--- config.mk ---
export PLATFORM = sky130hd
export DESIGN_NAME = cfg_flash_loader
export DESIGN_NICKNAME = d
export VERILOG_FILES = /design/src/rtl/cfg_ld_pkg.sv /design/src/rtl/cfg_ld_clkgen.sv /design/src/rtl/cfg_ld_cmd_tx.sv /design/src/rtl/cfg_ld_packer.sv /design/src/rtl/cfg_flash_loader.sv
export SDC_FILE = /design/constraint.sdc
export NUM_CORES = 1
export LEC_CHECK = 0
export ABC_AREA = 1
export BUFFER_PORTS_ARGS = -buffer_cell sky130_fd_sc_hd__buf_2
export CAP_MARGIN = 20
export CORE_ASPECT_RATIO = 2
export CORE_MARGIN = 4
export CORE_UTILIZATION = 45
export DETAILED_ROUTE_END_ITERATION = 10
export RECOVER_POWER = 25
export SYNTH_ARGS = -nofsm -noshare
export SYNTH_HDL_FRONTEND = slang
export SYNTH_HIERARCHICAL = 1
export SYNTH_SLANG_ARGS = --single-unit
--- constraint.sdc ---
create_clock -name clk_i -period 2 [get_ports clk_i]
set_input_delay 0.2 -clock clk_i [delete_from_list [all_inputs] [get_ports clk_i]]
set_output_delay 0.2 -clock clk_i [all_outputs]
set_load 0.05 [all_outputs]
--- src/rtl/cfg_ld_pkg.sv ---
package cfg_ld_pkg;
  typedef enum logic [1:0] {
    ST_IDLE = 2'd0,
    ST_RUN  = 2'd1,
    ST_DONE = 2'd2
  } ld_state_e;

  localparam int unsigned CMD_BITS = 32;
endpackage

--- src/rtl/cfg_ld_clkgen.sv ---
module cfg_ld_clkgen #(
  parameter int unsigned HALF_DIV = 2
) (
  input  logic clk_i,
  input  logic rst_ni,
  input  logic run_i,
  input  logic start_i,
  input  logic stop_i,
  output logic sck_o,
  output logic fall_slot_o
);
  localparam int unsigned CW = (HALF_DIV > 1) ? $clog2(HALF_DIV) : 1;

  logic [CW-1:0] cnt_q;
  logic          sck_q;
  logic          tick;

  assign tick        = run_i && (cnt_q == CW'(HALF_DIV - 1));
  assign fall_slot_o = tick && sck_q;
  assign sck_o       = sck_q;

  always_ff @(posedge clk_i or negedge rst_ni) begin
    if (!rst_ni) begin
      cnt_q <= '0;
      sck_q <= 1'b1;
    end else begin
      if (!run_i || tick) cnt_q <= '0;
      else                cnt_q <= cnt_q + 1'b1;
      if (start_i)   sck_q <= 1'b0;
      else if (tick) sck_q <= sck_q ? stop_i : 1'b1; // final fall slot keeps clock high
    end
  end
endmodule

--- src/rtl/cfg_ld_cmd_tx.sv ---
module cfg_ld_cmd_tx #(
  parameter int unsigned W = 32
) (
  input  logic         clk_i,
  input  logic         rst_ni,
  input  logic         load_i,
  input  logic [W-1:0] word_i,
  input  logic         shift_i,
  output logic         bit_o
);
  logic [W-1:0] sr_q;

  always_ff @(posedge clk_i or negedge rst_ni) begin
    if (!rst_ni)      sr_q <= '1;
    else if (load_i)  sr_q <= word_i;
    else if (shift_i) sr_q <= {sr_q[W-2:0], 1'b1}; // backfill ones: line rests high
  end

  assign bit_o = sr_q[W-1];
endmodule

--- src/rtl/cfg_ld_packer.sv ---
module cfg_ld_packer #(
  parameter int unsigned W = 8
) (
  input  logic         clk_i,
  input  logic         rst_ni,
  input  logic         sample_i,
  input  logic         bit_i,
  output logic         valid_o,
  output logic [W-1:0] data_o
);
  localparam int unsigned CW = $clog2(W);

  logic [W-2:0] sh_q;
  logic [CW-1:0] cnt_q;

  always_ff @(posedge clk_i or negedge rst_ni) begin
    if (!rst_ni) begin
      sh_q    <= '0;
      cnt_q   <= '0;
      valid_o <= 1'b0;
      data_o  <= '0;
    end else begin
      valid_o <= 1'b0;
      if (sample_i) begin
        sh_q  <= {sh_q[W-3:0], bit_i};
        cnt_q <= cnt_q + 1'b1;
        if (cnt_q == CW'(W - 1)) begin
          data_o  <= {sh_q, bit_i};
          valid_o <= 1'b1;
        end
      end
    end
  end
endmodule

--- src/rtl/cfg_flash_loader.sv ---
module cfg_flash_loader
  import cfg_ld_pkg::*;
#(
  parameter int unsigned SYS_MHZ    = 125,
  parameter int unsigned CFG_BITS   = 4096,
  parameter logic [7:0]  RD_OPCODE  = 8'h03,
  parameter logic [23:0] START_ADDR = 24'h000000
) (
  input  logic       clk_i,
  input  logic       rst_ni,
  input  logic       chain_en_ni,
  input  logic       miso_i,
  output logic       sck_o,
  output logic       cs_no,
  output logic       mosi_o,
  output logic       byte_valid_o,
  output logic [7:0] byte_data_o,
  output logic       done_o,
  output logic       chain_en_no
);
  // fastest divider keeping the serial clock at or below 40 MHz
  localparam int unsigned HALF_DIV = (SYS_MHZ + 79) / 80;
  localparam int unsigned SLOTS    = CMD_BITS + CFG_BITS;
  localparam int unsigned RW       = $clog2(SLOTS + 1);

  ld_state_e      state_q;
  logic [RW-1:0]  rem_q;      // falling-edge slots still to come
  logic           start, run, slot, last, sample;

  assign start  = (state_q == ST_IDLE) && !chain_en_ni;
  assign run    = (state_q == ST_RUN);
  assign last   = slot && (rem_q == RW'(1));
  assign sample = slot && (rem_q <= RW'(CFG_BITS));

  always_ff @(posedge clk_i or negedge rst_ni) begin
    if (!rst_ni) begin
      state_q     <= ST_IDLE;
      rem_q       <= '0;
      cs_no       <= 1'b1;
      done_o      <= 1'b0;
      chain_en_no <= 1'b1;
    end else begin
      case (state_q)
        ST_IDLE: if (start) begin
          state_q <= ST_RUN;
          rem_q   <= RW'(SLOTS);
          cs_no   <= 1'b0;
        end
        ST_RUN: if (slot) begin
          rem_q <= rem_q - 1'b1;
          if (last) begin
            state_q     <= ST_DONE;
            cs_no       <= 1'b1;
            done_o      <= 1'b1;
            chain_en_no <= 1'b0;
          end
        end
        default: ;
      endcase
    end
  end

  cfg_ld_clkgen #(.HALF_DIV(HALF_DIV)) u_clk (
    .clk_i       (clk_i),
    .rst_ni      (rst_ni),
    .run_i       (run),
    .start_i     (start),
    .stop_i      (last),
    .sck_o       (sck_o),
    .fall_slot_o (slot)
  );

  cfg_ld_cmd_tx #(.W(CMD_BITS)) u_tx (
    .clk_i   (clk_i),
    .rst_ni  (rst_ni),
    .load_i  (start),
    .word_i  ({RD_OPCODE, START_ADDR}),
    .shift_i (slot && run),
    .bit_o   (mosi_o)
  );

  cfg_ld_packer #(.W(8)) u_pack (
    .clk_i    (clk_i),
    .rst_ni   (rst_ni),
    .sample_i (sample),
    .bit_i    (miso_i),
    .valid_o  (byte_valid_o),
    .data_o   (byte_data_o)
  );
endmodule

==> results.py, run 1 <==
metrics = {
    "critical_path": {
        "start_kind": "flop",
        "critPathTopFamily": "simple AND/OR/NAND/NOR gates",
        "worstPathRequired_ps": 2260,
        "worstPathArrival_ps": 2070,
        "end_kind": "flop",
        "crit_chain": "inv_2, nand2_1, inv_1, nand2_2, nor2_1, nand3_1, inv_4, buf_8, nand3_1, nand3_1",
        "crit_path_max_incr_delay_ps": 370,
        "critical_path.max_fanout": 31,
        "crit_type": "flop to flop",
        "cp_slowest_cell": "dfrtp_1",
        "cp_common_cell": "nand3_1",
        "cp_num_buf_inv": 4,
    },
    "timing": {
        "worst_pin_slew_ps": 941,
        "fin_crit_sh": 0.904,
        "max_freq_mhz": 553,
        "hold_viol": 0,
        "tns_ps": 0,
        "postLayoutSetupSlackWorst_ps": 191,
        "min_period_ps": 1810,
        "skew_ps": 6.20,
        "slew_viol_final": 0,
        "setup_viol": 0,
        "rsz0062_at_grt": "false",
        "max-slew-margin-rel": 0.373,
    },
    "grt": {
        "grt_pass1_wl_microns": 11600,
        "grt_overflow": 0,
        "grt_max_degree": 72,
        "grt_use_total": 0.155,
        "grt_pass1_vias": 2595,
        "antenna_found_initial": 0,
    },
    "synth": {
        "synth_edf_count": 0,
        "ys_warn_count": 6,
        "yosysUniqueCellTypes": 27,
        "synth_ff_type": "dfrtp_1",
        "syn_inst": 407,
        "synthArstFlopShare": 1.00,
        "syn-cell-area_sq_um": 3440,
        "synth.yosys.seq_area_share": 0.529,
        "avgSynthCellArea_sq_um": 8.46,
        "ys_ff_latch": 71,
    },
    "pwr": {
        "p_switching_mw": 0.647,
        "total_leakage_power_nw": 2.01,
        "power_density_nw_per_um2": 763,
        "swShare": 0.213,
        "ir_worst_vdd_v": 0.000599,
        "comb_power_share": 0.030,
        "pwr-share-clk": 0.486,
        "intPower_mw": 2.38,
        "pwr-share-seq": 0.484,
    },
    "drt": {
        "wire_per_inst_microns": 12.1,
        "vias": 2584,
        "drtIter0Drc": 95,
        "ant_nets": 0,
        "drt_pass1_iterations": 4,
        "wl_microns": 6670,
        "drc": 0,
        "vias_per_cell": 4.68,
    },
    "placement": {
        "portBuffers": 17,
        "dp_worst_setup_slack_ps": 51.9,
        "gp_congestion": 0.792,
        "hpwlAfterDp_microns": 4320,
    },
    "status": {
        "status": "complete, no violations",
    },
    "final_layout": {
        "drive_gt1_frac": 0.213,
        "most-common-layout-cells": "nand2_1, nand3_1, dfrtp_1",
        "num_antenna_cells": 0,
        "layout_commonest_cell": "nand2_1",
        "multi_input_area_sq_um": 1470,
        "nets": 464,
        "register_area_sq_um": 1820,
        "fillers": 750,
        "syn_to_final_growth_pct": 15.3,
    },
    "clocking": {
        "cts_tree": "yes",
        "root_buffer": "clkbuf_16",
        "clock-sinks": 71,
        "max-clock-path-buffers": 2,
        "ctsHtreeMaxLevel": 3,
        "cts_setup_buffers": 0,
        "insertion_delay_ps": 330,
        "clkSlewWorstSetupHoldPaths_ps": 50,
        "cts_inserted_buffers": 9,
    },
    "flow_run": {
        "maxCapViolCount": 0,
    },
    "die": {
        "die-area_sq_um": 9200,
        "die_w_microns": 69.9,
        "rows": 44,
        "start_util": 0.467,
        "fp.dieH_microns": 132,
        "io_pins": 18,
        "core-area_sq_um": 7380,
    },
    "worst_hold_path": {
        "hold_path_class": "input port to flop",
    },
}
path summary, 6_finish.rpt:
check / startpoint / end / slack [ps] / cells after the start
min: miso_i / u_pack/sh_q[0] / 100 / 3
max reg2reg: state_q[1] / u_tx/sr_q[1] / 190 / 10
max: state_q[1] / u_tx/sr_q[1] / 190 / 10
min in group asynchronous: rst_ni / rem_q[11] / 650 / 3
min reg2reg: u_clk/cnt_q / u_clk/cnt_q / 450 / 1
max in group asynchronous: rst_ni / rem_q[7] / 730 / 3
Yosys cell counts, types with 4 or more instances:
library cell	n	area, sq um
dfrtp_1	36	901
nor2_4	5	56.3
buf_2	8	40.0
nand2_2	7	43.8
buf_6	8	90.1
nand3_1	81	405
inv_1	28	105
a21oi_1	4	20.0
nand2_1	139	522
nor2_1	25	93.8
ha_1	5	62.6
inv_2	4	15.0
dfstp_2	35	920
final cells by class:
cell class / instances / area share
Sequential cell: 71 / 0.459
Multi-Input combinational cell: 316 / 0.370
Clock buffer: 13 / 0.0659
Timing Repair Buffer: 24 / 0.0403
Inverter: 33 / 0.0325
Tap cell: 92 / 0.0290
Clock inverter: 3 / 0.00410
power groups by stage:
stage,clock [mW],combinational [mW],sequential [mW]
2_1_floorplan,0,0.0173,1.52
3_3_place_gp,0,0.0949,1.49
3_5_place_dp,0,0.0955,1.49
4_1_cts,1.53,0.0970,1.47
5_1_grt,1.58,0.104,1.47
6_report,1.47,0.0905,1.47
worst reg2reg max path: stages (launching register included):
cell	delay, ps
dfrtp_1	370
inv_2	80
nand2_1	60
inv_1	110
nand2_2	80
nor2_1	170
nand3_1	220
inv_4	180
buf_8	230
nand3_1	120
nand3_1	130
stage by stage:
stage / total power, mW / std cells / area, sq um / util / hold slack [ps]
3_5_place_dp: 1.59 / 534 / 3670 / 0.498 / 260
5_1_grt: 3.15 / 552 / 3970 / 0.538 / 135
2_1_floorplan: 1.53 / 437 / 3560 / - / -95.6
6_report: 3.03 / 552 / 3970 / 0.538 / 97.3
3_3_place_gp: 1.58 / 534 / 3670 / 0.498 / 257
4_1_cts: 3.09 / 551 / 3960 / 0.537 / 92.6
logic make-up after synthesis:
kind of cell | after synthesis | synth area share
other | 2 | 0.00218
adder cells (fa/ha/maj) | 5 | 0.0182
AND/OR/NAND/NOR | 266 | 0.348
AO/OA/AOI/OAI | 12 | 0.0214
flip-flops | 71 | 0.529
buffers and inverters | 51 | 0.0810
registers in the layout, indices dropped and copies added, names as in the netlist:
name and cells:
u_clk/sck_o 1, u_pack/cnt_q 3, chain_en_no 1, u_tx/sr_q 32
done_o 1, u_clk/cnt_q 1, u_pack/sh_q 7, u_pack/valid_o 1
state_q 2, rem_q 13, cs_no 1, u_pack/data_o 8
repair_timing:
item / CTS / global route
hold endpoints to repair: 36 / 0
resized for setup: 0 / 5
setup endpoints to repair: 0 / 31
hold buffers: 1 / 0
layer usage:
layer  share of wire  vias up  global-route usage  routed length [microns]
li1                -     1348                   -                        -
met1            0.43     1197               0.174                     2840
met2            0.53       29               0.269                     3520
met3           0.024       10              0.0367                      159
met4           0.022        0              0.0778                      150
met5               0        -                   0                        0
Power figures use the tool's default switching activity.
==> inputs of run 2 (changes only) <==
--- a/config.mk
+++ b/config.mk
@@ -10,8 +10,9 @@
 export CAP_MARGIN = 20
 export CORE_ASPECT_RATIO = 2
 export CORE_MARGIN = 4
-export CORE_UTILIZATION = 45
+export CORE_UTILIZATION = 55
 export DETAILED_ROUTE_END_ITERATION = 10
+export PLACE_DENSITY = 0.73
 export RECOVER_POWER = 25
 export SYNTH_ARGS = -nofsm -noshare
 export SYNTH_HDL_FRONTEND = slang
==> results.py, run 2 (synthesized netlist as in run 1, its figures left out) <==
metrics = {
    "critical_path": {
        "cp_num_buf_inv": 4,
        "worst_r2r_path_depth": 10,
        "cp_slowest_cell": "dfrtp_1",
        "end_kind": "flop",
        "crit_start": "state_q[1]",
        "crit_path_max_incr_delay_ps": 370,
        "worstPathRequired_ps": 2270,
        "crit_type": "flop to flop",
        "reg2reg_from": "state_q[1]",
        "start_kind": "flop",
        "worstPathArrival_ps": 2130,
        "r2r_end": "u_tx/sr_q[17]",
        "endpoint": "u_tx/sr_q[17]",
        "path_depth": 10,
        "crit_chain": "inv_2, nand2_1, inv_1, nand2_2, nor2_1, nand3_2, inv_4, buf_4, nand3_1, nand3_1",
        "critPathTopFamily": "simple AND/OR/NAND/NOR gates",
        "critical_path.max_fanout": 19,
        "cp_common_cell": "nand3_1",
        "r2r_slack_ps": 140,
    },
    "final_layout": {
        "fillers": 516,
        "reg_top3": "u_tx/sr_q: 32 flops, rem_q: 13 flops, u_pack/data_o: 8 flops",
        "most-common-layout-cells": "nand2_1, nand3_1, dfrtp_1",
        "final_util": 0.660,
        "nets": 465,
        "regMostFlops": "u_tx/sr_q",
        "syn_to_final_growth_pct": 16.1,
        "drive_gt1_frac": 0.217,
        "largest_reg_flops": 32,
        "layout_commonest_cell": "nand2_1",
        "num_antenna_cells": 0,
    },
    "drt": {
        "drt_pass1_iterations": 4,
        "vias": 2668,
        "vias_per_cell": 4.90,
        "drc": 0,
        "wl_microns": 6460,
        "drtIter0Drc": 168,
        "ant_nets": 0,
        "wire_per_inst_microns": 11.9,
    },
    "die": {
        "io_pins": 18,
        "die_w_microns": 64.0,
        "die-area_sq_um": 7670,
        "start_util": 0.569,
        "rows": 40,
        "core-area_sq_um": 6060,
        "fp.dieH_microns": 120,
    },
    "clocking": {
        "insertion_delay_ps": 330,
        "cts_inserted_buffers": 9,
        "clkSlewWorstSetupHoldPaths_ps": 50,
        "clock-sinks": 71,
        "root_buffer": "clkbuf_16",
        "ctsHtreeMaxLevel": 3,
        "max-clock-path-buffers": 2,
        "cts_tree": "yes",
    },
    "grt": {
        "grt_pass1_vias": 2647,
        "grt_overflow": 0,
        "grt_pass1_wl_microns": 11300,
        "antenna_found_initial": 0,
        "grt_use_total": 0.189,
        "grt_max_degree": 54,
    },
    "timing": {
        "fin_crit_sh": 0.929,
        "hold_viol": 0,
        "skew_ps": 5.56,
        "holdWs_ps": 101,
        "min_period_ps": 1860,
        "max-slew-margin-rel": 0.249,
        "max_freq_mhz": 538,
        "worst_pin_slew_ps": 1130,
        "slew_viol_final": 0,
        "setup_viol": 0,
    },
    "pwr": {
        "intPower_mw": 2.55,
        "power_density_nw_per_um2": 800,
        "pwr-share-seq": 0.458,
        "total_leakage_power_nw": 2.03,
        "pwr-share-clk": 0.512,
        "finalPower_mw": 3.20,
        "comb_power_share": 0.030,
        "ir_worst_vdd_v": 0.000627,
        "p_switching_mw": 0.656,
        "swShare": 0.205,
    },
    "status": {
        "status": "complete, no violations",
    },
    "worst_hold_path": {
        "hold_path_class": "input port to flop",
    },
    "placement": {
        "hpwlAfterDp_microns": 4250,
        "gp_congestion": 0.813,
        "portBuffers": 17,
    },
    "flow_run": {
        "maxCapViolCount": 0,
    },
}
[run 2: routing by layer]
| layer | part of all wire | track usage | up-vias |
|---|---|---|---|
| li1 | - | - | 1355 |
| met1 | 0.40 | 0.200 | 1263 |
| met2 | 0.55 | 0.332 | 39 |
| met3 | 0.028 | 0.0365 | 11 |
| met4 | 0.026 | 0.118 | 0 |
| met5 | 0 | 0 | - |
[run 2: what timing repair did]
item | 4_1_cts | 5_1_grt
endpoints found under the setup margin | 0 | 32
setup buffers | 0 | 0
hold buffers | 1 | 0
gates resized for setup | 0 | 4
endpoints found under the hold margin | 12 | 0
[run 2: how the worst min path moves through the flow]
stage                          end   start  cells after the start
floorplan                   done_o  rst_ni                      0
global placement          rem_q[4]  rst_ni                      1
detailed placement       rem_q[11]  rst_ni                      1
CTS                 u_pack/sh_q[0]  miso_i                      3
global route        u_pack/sh_q[0]  miso_i                      3
finish              u_pack/sh_q[0]  miso_i                      3
[run 2: worst register-to-register path: stages (launching register included)]
cell and delay, ps:
dfrtp_1 370, inv_2 100, nand2_1 80, inv_1 110, nand2_2 90, nor2_1 220
nand3_2 180, inv_4 150, buf_4 260, nand3_1 120, nand3_1 130
[run 2: through the flow]
step	setup TNS, ps	cell area, sq um	setup WS [ps]	cells
finish	0	4000	143	545
global route	-482	4000	-48.5	545
CTS	0	3980	56.6	544
detailed placement	0	3660	63.2	527
global placement	0	3660	170	527
floorplan	0	3560	269	437
[run 2: power by group through the flow]
stage | Combinational [mW] | Clock, mW | Sequential (mW)
floorplan | 0.0173 | 0 | 1.52
global placement | 0.0944 | 0 | 1.49
detailed placement | 0.0953 | 0 | 1.49
CTS | 0.0968 | 1.69 | 1.47
global route | 0.108 | 1.73 | 1.47
finish | 0.0945 | 1.64 | 1.47
[run 2: final cells by class]
cell class	count	area [sq um]	share of cell area
clock buffer	14	274	0.0685
clock inverter	2	38.8	0.00970
inverter	33	129	0.0322
multi-input combinational	316	1470	0.368
sequential	71	1820	0.455
tap	84	105	0.0263
timing repair buffer	25	159	0.0397
==> inputs of run 3 (changes only) <==
--- a/config.mk
+++ b/config.mk
@@ -8,7 +8,7 @@
 export ABC_AREA = 1
 export BUFFER_PORTS_ARGS = -buffer_cell sky130_fd_sc_hd__buf_2
 export CAP_MARGIN = 20
-export CORE_ASPECT_RATIO = 2
+export CORE_ASPECT_RATIO = 1.4
 export CORE_MARGIN = 4
 export CORE_UTILIZATION = 55
 export DETAILED_ROUTE_END_ITERATION = 10
==> results.py, run 3 (synthesized netlist as in run 1, its figures left out) <==
metrics = {
    "critical_path": {
        "cp_slowest_cell": "dfrtp_1",
        "crit_path_max_incr_delay_ps": 370,
        "critical_path.max_fanout": 31,
        "worstPathArrival_ps": 2120,
        "path_depth": 10,
        "crit_type": "flop to flop",
        "crit_chain": "inv_2, nand2_1, inv_1, nand2_2, nor2_1, nand3_1, inv_4, buf_8, nand3_1, nand3_1",
        "start_kind": "flop",
        "worstPathRequired_ps": 2290,
        "end_kind": "flop",
        "critPathTopFamily": "simple AND/OR/NAND/NOR gates",
        "worst_r2r_path_depth": 10,
        "r2r_slack_ps": 170,
        "cp_common_cell": "nand3_1",
        "cp_num_buf_inv": 4,
    },
    "die": {
        "die_w_microns": 74.9,
        "rows": 33,
        "io_pins": 18,
        "core-area_sq_um": 5990,
        "fp.dieH_microns": 102,
        "start_util": 0.575,
        "die-area_sq_um": 7610,
    },
    "grt": {
        "grt_pass1_wl_microns": 10500,
        "grt_max_degree": 72,
        "grt_use_total": 0.180,
        "grt_pass1_vias": 2441,
        "grt_overflow": 0,
        "met2_usage": 0.289,
        "antenna_found_initial": 0,
        "grt_busiest_layer": "met2",
        "grt_use_met3": 0.0506,
        "globalRouteMet1Util": 0.224,
    },
    "drt": {
        "drtIter0Drc": 185,
        "ant_nets": 0,
        "drc": 0,
        "drt_pass1_iterations": 4,
        "vias": 2628,
        "vias_per_cell": 4.97,
        "wl_microns": 6220,
        "wire_per_inst_microns": 11.7,
    },
    "placement": {
        "gp_congestion": 0.814,
        "placed_cell_area_sq_um": 3630,
        "portBuffers": 17,
        "hpwlAfterDp_microns": 3820,
        "dp_worst_setup_slack_ps": 69.1,
    },
    "final_layout": {
        "fin_area_sq_um": 3870,
        "reg_top3": "u_tx/sr_q: 32 flops, rem_q: 13 flops, u_pack/data_o: 8 flops",
        "drive_gt1_frac": 0.216,
        "syn_to_final_growth_pct": 12.3,
        "layout_commonest_cell": "nand2_1",
        "most-common-layout-cells": "nand2_1, nand3_1, dfrtp_1",
        "num_antenna_cells": 0,
        "regMostFlops": "u_tx/sr_q",
        "largest_reg_flops": 32,
        "nets": 463,
    },
    "pwr": {
        "pwr-share-clk": 0.452,
        "p_switching_mw": 0.628,
        "pwr-share-seq": 0.516,
        "intPower_mw": 2.21,
        "total_leakage_power_nw": 1.97,
        "swShare": 0.222,
        "power_density_nw_per_um2": 733,
        "comb_power_share": 0.032,
        "ir_worst_vdd_v": 0.000532,
    },
    "timing": {
        "max_freq_mhz": 546,
        "worst_pin_slew_ps": 920,
        "min_period_ps": 1830,
        "hold_viol": 0,
        "skew_ps": 9.26,
        "setup_viol": 0,
        "slew_viol_final": 0,
        "postLayoutSetupSlackWorst_ps": 169,
        "tns_ps": 0,
        "max-slew-margin-rel": 0.387,
        "rsz0062_at_grt": "false",
        "fin_crit_sh": 0.916,
    },
    "flow_run": {
        "maxCapViolCount": 0,
    },
    "worst_hold_path": {
        "holdPathStages": 3,
        "hold_path_class": "input port to flop",
    },
    "clocking": {
        "clkSlewWorstSetupHoldPaths_ps": 80,
        "root_buffer": "clkbuf_8",
        "cts_setup_buffers": 0,
        "cts_tree": "yes",
        "max-clock-path-buffers": 2,
        "ctsHtreeMaxLevel": 3,
        "insertion_delay_ps": 350,
        "cts_inserted_buffers": 9,
        "clock-sinks": 71,
    },
    "status": {
        "status": "complete, no violations",
    },
}
## run 3: cell count changes in the layout (fill, tap and decap cells not counted), sizes merged
cell | before | now
buf | 23 | 21
bufinv | 1 | 2
clkbuf | 15 | 12
clkinv | 1 | 2
clkinvlp | 0 | 1
## run 3: worst paths after layout
check,from,end
min in group asynchronous,rst_ni,rem_q[11]
max in group asynchronous,rst_ni,u_pack/sh_q[5]
worst max register to register,state_q[1],u_tx/sr_q[25]
worst min register to register,u_clk/cnt_q,u_clk/cnt_q
worst min-delay path,miso_i,u_pack/sh_q[0]
worst max-delay path,state_q[1],u_tx/sr_q[25]
## run 3: stage by stage
| stage | power (mW) | hold slack (ps) | std cells | utilization |
|---|---|---|---|---|
| finish | 2.83 | 68.0 | 529 | 0.646 |
| CTS | 2.87 | 52.7 | 528 | 0.645 |
| floorplan | 1.53 | -95.6 | 437 | - |
| global placement | 1.58 | 258 | 511 | 0.606 |
| detailed placement | 1.58 | 253 | 511 | 0.606 |
| global route | 2.94 | 83.1 | 529 | 0.646 |
## run 3: area by class of cell
class / count / area (sq um)
Timing Repair Buffer: 23 / 140
Multi-Input combinational cell: 316 / 1470
Clock inverter: 5 / 81.3
Clock buffer: 11 / 141
Inverter: 33 / 129
Sequential cell: 71 / 1820
Fill cell: 507 / 2120
Tap cell: 70 / 87.6
## run 3: repair_timing
action | CTS | global route
endpoints found under the hold margin | 36 | 0
gates resized for setup | 0 | 5
hold buffers | 1 | 0
setup endpoints to repair | 0 | 32
## run 3: power by group through the flow
stage / sequential [mW] / combinational, mW / clock (mW)
after global routing: 1.47 / 0.103 / 1.37
after detailed placement: 1.49 / 0.0947 / 0
final: 1.46 / 0.0899 / 1.28
after global placement: 1.49 / 0.0941 / 0
after CTS: 1.46 / 0.0963 / 1.31
after floorplan: 1.52 / 0.0173 / 0
## run 3: tightest hold or removal path, stage by stage
cell,delay (ps)
buf_2,90
nand2_1,50
nand2_1,50
## run 3: metal layers
layer  vias to the layer above  wire [microns]
li1                       1352               -
met1                      1232            2900
met2                        33            3000
met3                        11             192
met4                         0             124
met5                         -               0
